--- src/rtl/iso_tx_pkg.sv ---
package iso_tx_pkg;
  typedef enum logic [2:0] {
    ST_IDLE,
    ST_HDR,
    ST_PRE,
    ST_FETCH,
    ST_GAP
  } seq_st_e;

  // bit2 receive, bit1 asynchronous, bit0 header supplied by port
  localparam logic [2:0] MODE_ISO_TX_AUTO = 3'b000;
endpackage

--- src/rtl/iso_tx_ctrl.sv ---
module iso_tx_ctrl
  import iso_tx_pkg::*;
(
  input  logic       clk_i,
  input  logic       rst_ni,
  input  logic [2:0] mode_i,
  input  logic       ready_i,
  input  logic       hdr_ack_i,
  input  logic       gap_i,
  input  logic       len_zero_i,
  input  logic       last_quad_i,
  input  logic       last_chan_i,
  output logic       start_o,
  output logic       hdr_take_o,
  output logic       chan_adv_o,
  output logic       fetch_o,
  output logic       hdr_req_o,
  output logic       pre_o,
  output logic       done_o
);
  seq_st_e st_q, st_d;
  logic    ready_q;

  always_ff @(posedge clk_i or negedge rst_ni) begin
    if (!rst_ni) begin
      st_q    <= ST_IDLE;
      ready_q <= 1'b0;
    end else begin
      st_q    <= st_d;
      ready_q <= ready_i;
    end
  end

  assign start_o    = (st_q == ST_IDLE) && ready_i && !ready_q && (mode_i == MODE_ISO_TX_AUTO);
  assign hdr_take_o = (st_q == ST_HDR) && hdr_ack_i;

  always_comb begin
    st_d       = st_q;
    chan_adv_o = 1'b0;
    unique case (st_q)
      ST_IDLE:  if (start_o) st_d = ST_HDR;
      ST_HDR: begin
        if (hdr_ack_i) begin
          if (!len_zero_i) st_d = ST_PRE;
          else if (last_chan_i) st_d = ST_GAP;
          else begin
            st_d       = ST_HDR;
            chan_adv_o = 1'b1;
          end
        end
      end
      ST_PRE:   st_d = ST_FETCH;
      ST_FETCH: begin
        if (last_quad_i) begin
          if (last_chan_i) st_d = ST_GAP;
          else begin
            st_d       = ST_HDR;
            chan_adv_o = 1'b1;
          end
        end
      end
      ST_GAP:   if (gap_i) st_d = ST_IDLE;
      default:  st_d = ST_IDLE;
    endcase
  end

  assign done_o    = (st_q == ST_IDLE);
  assign hdr_req_o = (st_q == ST_HDR);
  assign pre_o     = (st_q == ST_PRE);
  assign fetch_o   = (st_q == ST_FETCH);

  AST_DONE_FALLS: assert property (@(posedge clk_i) disable iff (!rst_ni)
    start_o |=> !done_o);
  AST_PRE_SINGLE: assert property (@(posedge clk_i) disable iff (!rst_ni)
    pre_o |=> !pre_o);
  AST_PRE_TO_FETCH: assert property (@(posedge clk_i) disable iff (!rst_ni)
    pre_o |=> fetch_o);
  AST_DONE_NEEDS_GAP: assert property (@(posedge clk_i) disable iff (!rst_ni)
    $rose(done_o) |-> $past(gap_i));
  AST_NO_RESTART_BUSY: assert property (@(posedge clk_i) disable iff (!rst_ni)
    (!done_o && ready_i && !ready_q) |=> !done_o || $past(gap_i));
endmodule

--- src/rtl/iso_tx_hdr_sel.sv ---
module iso_tx_hdr_sel #(
  parameter int MAX_CH = 4,
  parameter int ADDR_W = 8,
  parameter logic [ADDR_W-1:0] HDR_BASE   = 8'h38,
  parameter logic [ADDR_W-1:0] HDR_STRIDE = 8'h04,
  localparam int CNT_W = $clog2(MAX_CH + 1),
  localparam int IDX_W = (MAX_CH > 1) ? $clog2(MAX_CH) : 1
) (
  input  logic              clk_i,
  input  logic              rst_ni,
  input  logic              start_i,
  input  logic              chan_adv_i,
  input  logic [CNT_W-1:0]  chan_cnt_i,
  output logic [ADDR_W-1:0] hdr_addr_o,
  output logic              last_chan_o
);
  logic [CNT_W-1:0] n_q, n_clamp;
  logic [IDX_W-1:0] idx_q;

  always_comb begin
    if (chan_cnt_i == '0) n_clamp = CNT_W'(1);
    else if (chan_cnt_i > CNT_W'(MAX_CH)) n_clamp = CNT_W'(MAX_CH);
    else n_clamp = chan_cnt_i;
  end

  always_ff @(posedge clk_i or negedge rst_ni) begin
    if (!rst_ni) begin
      n_q   <= CNT_W'(1);
      idx_q <= '0;
    end else if (start_i) begin
      n_q   <= n_clamp;
      idx_q <= '0;
    end else if (chan_adv_i) begin
      idx_q <= idx_q + IDX_W'(1);
    end
  end

  assign last_chan_o = (CNT_W'(idx_q) == n_q - CNT_W'(1));
  assign hdr_addr_o  = HDR_BASE + ADDR_W'(idx_q) * HDR_STRIDE;

  AST_IDX_IN_RANGE: assert property (@(posedge clk_i) disable iff (!rst_ni)
    CNT_W'(idx_q) < n_q);
  AST_NO_ADV_PAST_LAST: assert property (@(posedge clk_i) disable iff (!rst_ni)
    chan_adv_i |-> !last_chan_o);
endmodule

--- src/rtl/iso_tx_quad_pack.sv ---
module iso_tx_quad_pack #(
  parameter int DATA_W = 16,
  parameter int LEN_W  = 8,
  localparam int QUAD_W = 2 * DATA_W
) (
  input  logic              clk_i,
  input  logic              rst_ni,
  input  logic              hdr_take_i,
  input  logic              fetch_i,
  input  logic [LEN_W-1:0]  payload_len_i,
  input  logic [DATA_W-1:0] dm_data_i,
  output logic              len_zero_o,
  output logic              last_quad_o,
  output logic [QUAD_W-1:0] quad_o,
  output logic              quad_vld_o
);
  logic [LEN_W-1:0]  len_q, cnt_q;
  logic              half_q;
  logic [DATA_W-1:0] hi_q;

  always_ff @(posedge clk_i or negedge rst_ni) begin
    if (!rst_ni) begin
      len_q      <= '0;
      cnt_q      <= '0;
      half_q     <= 1'b0;
      hi_q       <= '0;
      quad_o     <= '0;
      quad_vld_o <= 1'b0;
    end else begin
      quad_vld_o <= fetch_i && half_q;
      if (hdr_take_i) begin
        len_q  <= payload_len_i;
        cnt_q  <= '0;
        half_q <= 1'b0;
      end else if (fetch_i) begin
        half_q <= !half_q;
        if (!half_q) hi_q <= dm_data_i;
        else begin
          quad_o <= {hi_q, dm_data_i};
          cnt_q  <= cnt_q + LEN_W'(1);
        end
      end
    end
  end

  assign len_zero_o  = (payload_len_i == '0);
  assign last_quad_o = fetch_i && half_q && (cnt_q == len_q - LEN_W'(1));

  AST_VLD_AFTER_FETCH: assert property (@(posedge clk_i) disable iff (!rst_ni)
    quad_vld_o |-> $past(fetch_i));
  AST_FETCH_LEN_NONZERO: assert property (@(posedge clk_i) disable iff (!rst_ni)
    fetch_i |-> len_q != '0);
endmodule

--- src/rtl/iso_tx_seq.sv ---
module iso_tx_seq #(
  parameter int MAX_CH = 4,
  parameter int DATA_W = 16,
  parameter int LEN_W  = 8,
  parameter int ADDR_W = 8,
  localparam int CNT_W  = $clog2(MAX_CH + 1),
  localparam int QUAD_W = 2 * DATA_W
) (
  input  logic              clk_i,
  input  logic              rst_ni,
  input  logic [2:0]        mode_i,
  input  logic              ready_i,
  input  logic [CNT_W-1:0]  chan_cnt_i,
  input  logic [LEN_W-1:0]  payload_len_i,
  output logic              hdr_req_o,
  output logic [ADDR_W-1:0] hdr_addr_o,
  input  logic              hdr_ack_i,
  output logic              pre_o,
  output logic              rw_o,
  input  logic [DATA_W-1:0] dm_data_i,
  output logic [QUAD_W-1:0] quad_o,
  output logic              quad_vld_o,
  input  logic              gap_i,
  output logic              done_o
);
  logic start, hdr_take, chan_adv, fetch;
  logic len_zero, last_quad, last_chan;

  iso_tx_ctrl u_ctrl (
    .clk_i       (clk_i),
    .rst_ni      (rst_ni),
    .mode_i      (mode_i),
    .ready_i     (ready_i),
    .hdr_ack_i   (hdr_ack_i),
    .gap_i       (gap_i),
    .len_zero_i  (len_zero),
    .last_quad_i (last_quad),
    .last_chan_i (last_chan),
    .start_o     (start),
    .hdr_take_o  (hdr_take),
    .chan_adv_o  (chan_adv),
    .fetch_o     (fetch),
    .hdr_req_o   (hdr_req_o),
    .pre_o       (pre_o),
    .done_o      (done_o)
  );

  iso_tx_hdr_sel #(.MAX_CH(MAX_CH), .ADDR_W(ADDR_W)) u_hdr (
    .clk_i       (clk_i),
    .rst_ni      (rst_ni),
    .start_i     (start),
    .chan_adv_i  (chan_adv),
    .chan_cnt_i  (chan_cnt_i),
    .hdr_addr_o  (hdr_addr_o),
    .last_chan_o (last_chan)
  );

  iso_tx_quad_pack #(.DATA_W(DATA_W), .LEN_W(LEN_W)) u_pack (
    .clk_i         (clk_i),
    .rst_ni        (rst_ni),
    .hdr_take_i    (hdr_take),
    .fetch_i       (fetch),
    .payload_len_i (payload_len_i),
    .dm_data_i     (dm_data_i),
    .len_zero_o    (len_zero),
    .last_quad_o   (last_quad),
    .quad_o        (quad_o),
    .quad_vld_o    (quad_vld_o)
  );

  assign rw_o = fetch;

  AST_RW_EXCLUSIVE: assert property (@(posedge clk_i) disable iff (!rst_ni)
    rw_o |-> !hdr_req_o && !done_o && !pre_o);
  AST_REQ_HOLDS: assert property (@(posedge clk_i) disable iff (!rst_ni)
    (hdr_req_o && !hdr_ack_i) |=> hdr_req_o && $stable(hdr_addr_o));
  AST_IDLE_IF_OTHER_MODE: assert property (@(posedge clk_i) disable iff (!rst_ni)
    (done_o && mode_i != 3'b000) |=> done_o);
endmodule

--- config.mk ---
export PLATFORM = sky130hd
export DESIGN_NAME = iso_tx_seq
export DESIGN_NICKNAME = d
export VERILOG_FILES = /design/src/rtl/iso_tx_pkg.sv /design/src/rtl/iso_tx_ctrl.sv /design/src/rtl/iso_tx_hdr_sel.sv /design/src/rtl/iso_tx_quad_pack.sv /design/src/rtl/iso_tx_seq.sv
export SDC_FILE = /design/constraint.sdc
export NUM_CORES = 1
export LEC_CHECK = 0
export BUFFER_PORTS_ARGS = -buffer_cell sky130_fd_sc_hd__buf_4
export CAP_MARGIN = 20
export CELL_PAD_IN_SITES_DETAIL_PLACEMENT = 0
export CELL_PAD_IN_SITES_GLOBAL_PLACEMENT = 2
export CORE_ASPECT_RATIO = 0.8
export CORE_UTILIZATION = 35
export DETAILED_ROUTE_END_ITERATION = 12
export PLACE_DENSITY = 0.84
export SLEW_MARGIN = 20
export SYNTH_ARGS = -nofsm -noshare
export SYNTH_HDL_FRONTEND = slang
export SYNTH_SLANG_ARGS = --single-unit
--- constraint.sdc ---
create_clock -name clk_i -period 4.5 [get_ports clk_i]
set_input_delay 0.675 -clock clk_i [delete_from_list [all_inputs] [get_ports clk_i]]
set_output_delay 0.675 -clock clk_i [all_outputs]
set_load 0.005 [all_outputs]
# Yosys cells after proc, flatten, opt, wreduce, memory -nomap -nowiden
# Index checks and enable logic that the tools add are counted.
# word_totals
reg_bits	75
in_bits	35
out_inout_bits	45
elab_cells	68
# op_classes
add_sub_neg	5
order_cmp	1
eq_ne	10
n_mux	21
n_bitwise	2
n_reduce_logical	19
# op_table
op	n
2-to-1 mux 3 bit	8
2-to-1 mux 8 bit	3
one-hot mux 3 bit (5 select lines)	1
logical NOT 3 bit	3
adder 8 x 1 -> 8 bit, second input constant	1
equality test 8 bit	1
logical NOT 8 bit	1
subtractor 8 x 1 -> 8 bit, second input constant	1
adder 6 x 4 -> 7 bit, first input constant	1
equality test 3 x 2 -> 1 bit, second input constant	2
logical AND 1 bit	6
2-to-1 mux 1 bit	6
AND reduction 3 bit	2
nonzero test 2 bit	3
2-to-1 mux 2 bit	2
!= test 2 x 1 -> 1 bit, second input constant	2
!= test 2 bit, second input constant	2
AND reduction 4 bit	1
equality test 2 x 3 -> 1 bit	1
equality test 3 x 1 -> 1 bit, second input constant	1
equality test 3 bit, second input constant	1
greater-than comparator 3 bit, second input constant	1
subtractor 3 x 1 -> 3 bit, second input constant	1
adder 2 x 1 -> 2 bit, second input constant	1
other kinds (4)	6

# Depth between registers and ports, before layout
# depth
word_depth	8
mapped_depth	8
ltp_nobuf	8

# Cells and area by module
# Synthesis repeated with hierarchy kept, for this count alone.
# hier_totals
hier_cells	263
hier_area_um2	3408.3
# modules_own_cells
mod	n_inst	cells_per_inst	area_per_inst_um2	seq_area_each_um2
iso_tx_quad_pack	1	201	2824.0	1651.6
iso_tx_hdr_sel	1	30	302.8	126.4
iso_tx_ctrl	1	32	281.5	100.1

# Worst setup path before layout
# OpenSTA, ideal clock, no wires.
# synth_path
kind	flip-flop to flip-flop
start	register u_hdr.n_q[0]
end	register u_hdr.idx_q[0]
t_arrival_ns	1.855
setup_slack_ns	2.525
stages_incl_launch_ff	9
n_path_buf	0
period_less_slack_ns	1.975
path_cell_list	dfstp_2 inv_1 ha_1 xnor2_1 nor3_1 nor2_1 or3_1 nand3_1 nor2_1
# synth_via
elab_chain_len	7
# synth_lines
element	line	text
start, declared	iso_tx_hdr_sel.sv:17	logic [CNT_W-1:0] n_q, n_clamp;
start signal, assigned	iso_tx_hdr_sel.sv:31	n_q <= n_clamp;
subtractor 3 x 1 -> 3 bit (*)	iso_tx_hdr_sel.sv:38	assign last_chan_o = (CNT_W'(idx_q) == n_q - CNT_W'(1));
equality test 2 x 3 -> 1 bit (*)	iso_tx_hdr_sel.sv:38	
2-to-1 mux 1 bit (*)	iso_tx_ctrl.sv:45, iso_tx_ctrl.sv:55	
2-to-1 mux 1 bit	iso_tx_ctrl.sv:44	if (!len_zero_i) st_d = ST_PRE;
2-to-1 mux 1 bit	iso_tx_ctrl.sv:43	if (hdr_ack_i) begin
one-hot mux 1 bit (2 select lines) (*)	iso_tx_ctrl.sv:40	unique case (st_q)
nonzero test 2 bit (no line) (*)	-	
end signal, assigned	iso_tx_hdr_sel.sv:34	idx_q <= idx_q + IDX_W'(1);
end, declared	iso_tx_hdr_sel.sv:18	logic [IDX_W-1:0] idx_q;
# Every way passes the cells marked *; elsewhere a longest branch is shown, timed or not.
# A chain may end at the register's enable or synchronous reset.

# Final worst setup path
# layout_path
start	register u_ctrl.st_q[1]
end	register u_hdr.idx_q[1]
# layout_via
elab_chain_len	6
# layout_lines
element	line	text
start, declared	iso_tx_ctrl.sv:21	seq_st_e st_q, st_d;
start signal, assigned	iso_tx_ctrl.sv:29	st_q <= st_d;
equality test 3 x 2 -> 1 bit	iso_tx_ctrl.sv:40, iso_tx_ctrl.sv:70	
logical AND 1 bit (2 in series)	iso_tx_quad_pack.sv:47	assign last_quad_o = fetch_i && half_q && (cnt_q == len_q - LEN_W'(1));
2-to-1 mux 1 bit	iso_tx_ctrl.sv:54	if (last_quad_i) begin
one-hot mux 1 bit (2 select lines)	iso_tx_ctrl.sv:40	
nonzero test 2 bit (no line)	-	
# Parallel ways exist; a longest one is shown, timed or not.

==> summary.txt <==
status -> completed
wire per inst -> 13.7 um
worst vdd ir -> 0.183 mV
DRC violations left -> 0
post-synth top area cell -> dfrtp_1
I/O pin count -> 80
count of final hold-check violations -> 0
Crit path depth -> 6
Mean Syn Cell Area -> 10.2 sq um
vias in the first global route -> 2604
gpl congestion -> 0.750
Cells after DPL -> 520
number of port buffers -> 76
normalized max-slew margin -> 0.373
max-slew violation count -> 0
DP Area -> 4100 sq um
fin area -> 4460 sq um
Mapped Area -> 3460 sq um
die width -> 113 um
Post-synth top cells -> nand2_1, dfrtp_1, mux2_2, nor2_1, xnor2_1
Critical Path RT -> 4710 ps
Reg2Reg Launch Point -> u_ctrl.st_q[1]
FF-to-FF path depth -> 6
Max-cap violations -> 0
Final min period -> 2370 ps
pwr dens -> 375 nW/um^2
Setup Skew -> 8.62 ps
Min-Delay Path Class -> reg -> reg
Die Area -> 10300 sq um
nets -> 450
Post-Route WL -> 7320 um
CP Launch Point -> u_ctrl.st_q[1]
FF-to-FF End -> u_hdr.idx_q[1]
crit path buf inv count -> 0
CTS buffer count -> 9
post-synthesis adder-cell area fraction -> 0.0109
setup TNS -> 0 ps
Async SR Flop Fraction -> 1.00
combinational share of power -> 0.051
post-synthesis mux area share -> 0.0807
CTS Root Cell -> clkbuf_16
clock slew at reported path FFs -> 60 ps
global route overflow -> 0
CTS max path bufs -> 2
Synth Register Bits -> 75
maximum clock rate -> 0.422 GHz
Area Growth Syn to Fin -> 29.1%
crit-path max FO -> 35
H-tree Lvls -> 3
pin count of the biggest net entering global routing -> 76
setup bufs post-CTS -> 0
main combinational cell family by area after synthesis -> simple AND/OR/NAND/NOR gates
switching power -> 0.000332 W
met3 usage -> 0.0416
Top delay family on crit path -> simple AND/OR/NAND/NOR gates
most frequent cell after synthesis -> nand2_1
multi-input logic area -> 1460 sq um
CP Data Arrival Time -> 2580 ps
# setup viols final -> 0
Final Util -> 0.464
internal power -> 0.00134 W
Filler cells -> 934
Crit. End Element -> flop
Hold Buf Count CTS -> 0
R2R Setup Slk -> 2130 ps
initial core utilization -> 0.360
CORE AREA -> 9610 sq um
Die Height -> 90.9 um
Post-Synth XOR/XNOR Area -> 0.0528
Synth warnings -> 0
Reg power frac -> 0.423
Seq/Total Area, Yosys -> 0.543
Synth Area in Simple Gates -> 0.234
Area contributors post-synth -> dfrtp_1, nand2_1, mux2_2
Post-synth EDFFs -> 0
ratio of cells with drive above 1 in the final layout -> 0.308
# rows -> 32
1st-iter DRT viols -> 130
leakage -> 2.13 nW
distinct cell type count after synthesis -> 47
First-pass DRT Iterations -> 6
Slowest cell on crit path -> dfrtp_1
Primary FF master, synth -> dfrtp_1
CTS tree -> yes
worst-margin pin slew -> 939 ps
M1 GR Usage -> 0.204
Clock Sinks -> 75
Pwr Total -> 0.00167 W
Clk pwr share -> 0.525
critical path type -> reg -> reg
initial antenna violation count -> 0
Sw Share -> 0.198
CP Cell Sequence -> nand4b_4 -> nor3_1 -> nand4b_1 -> a211oi_4 -> mux2i_1 -> nand2_1
register area -> 1880 sq um
met2 usage -> 0.249
post-synthesis compound-gate area fraction -> 0.0384
CP max stage delay -> 590 ps
post-route insts no fill -> 535
RSZ-0062 raised after global routing -> false
# diodes -> 0
remaining antenna violation count -> 0
drt via density -> 4.77
CP endpoint -> u_hdr.idx_q[1]
Final period util -> 0.526
first-pass GRT wire length -> 12500 um
Overall Global Routing Usage -> 0.155
HPWL Detailed -> 4850 um
post-cts sizing count -> 0
vias -> 2550
cells after synthesis -> 340
top-area cell type share of the netlist area -> 0.535
busiest grt layer -> met2
crit start category -> flop
clk_lat worst skew -> 330 ps
-- metal layers --
layer | share of wire | vias to the layer above
met3 | 0.045 | 4
met4 | 0.0066 | 0
met5 | 0 | -
met1 | 0.47 | 1236
met2 | 0.48 | 54
li1 | - | 1256
-- power by group through the flow --
stage                     sequential, W  combinational [W]  clock (W)
final                          0.000709          0.0000856   0.000880
after global routing           0.000712          0.0000959   0.000924
after CTS                      0.000709          0.0000884   0.000900
after detailed placement       0.000721          0.0000883          0
after global placement         0.000721          0.0000868          0
after floorplan                0.000721          0.0000217          0
-- registers in the layout, indices dropped and copies added (netlist names) --
register	flops
u_hdr.n_q	3
u_ctrl.ready_q	1
u_pack.quad_o	32
u_hdr.idx_q	2
u_pack.cnt_q	8
u_pack.quad_vld_o	1
u_pack.half_q	1
u_ctrl.st_q	3
u_pack.hi_q	16
u_pack.len_q	8
-- worst min path at each step --
| stage | from | to | slack, ps | depth (start not counted) |
|---|---|---|---|---|
| 2_1_floorplan | rst_ni | u_ctrl.ready_q | 380 | 0 |
| 3_3_place_gp | u_pack.hi_q[0] | u_pack.quad_o[16] | 440 | 2 |
| 3_5_place_dp | u_pack.hi_q[10] | u_pack.quad_o[26] | 450 | 2 |
| 4_1_cts | ready_i | u_ctrl.ready_q | 450 | 1 |
| 5_1_grt | ready_i | u_ctrl.ready_q | 450 | 1 |
| 6_report | u_pack.hi_q[2] | u_pack.quad_o[18] | 460 | 2 |
-- cell type report --
cell class	instances	share of cell area
flip-flops and latches	75	0.421
multi-input cells	240	0.327
repair buffers	78	0.131
clock buffers	9	0.0505
well taps	119	0.0334
clock inverters	6	0.0308
inverters	8	0.00673
-- layout by cell type (no fill, tap or decap), drive strengths merged, types with 2 or more instances in the layout --
cell type,count
xnor2,13
a21oi,5
and3,3
nor2,16
and4,2
nand2,109
bufinv,4
mux2i,2
nor2b,3
ha,3
mux2,23
clkbuf,9
buf,78
inv,9
nor3,8
conb,3
xor2,7
nand3,5
nand2b,3
o21ai,7
nor3b,5
nor4,3
nand4b,3
dfrtp,74
nand4,4
-- worst register-to-register path: cells and delay by family, from the launching register on --
kind	cells	cell delay [ps]
compound gates	1	320
flops	1	590
simple gates	4	1110
mux	1	240
-- cells by family (layout without fill, tap and decap cells) --
logic type,Yosys count,after routing
and+or+nand+nor,170,170
adders and majority gates,3,3
xor gates and xnor gates,20,20
buffers and inverters,27,101
other,1,3
DFF,75,75
muxes,25,25
AOI/OAI and AO/OA,19,19
-- stage by stage --
step	setup slack (ps)	hold WS (ps)
after global routing	1910	448
after detailed placement	2110	447
after CTS	2110	451
final	2130	459
after floorplan	2530	379
after global placement	2180	441
(Power assumes the default switching activity.)
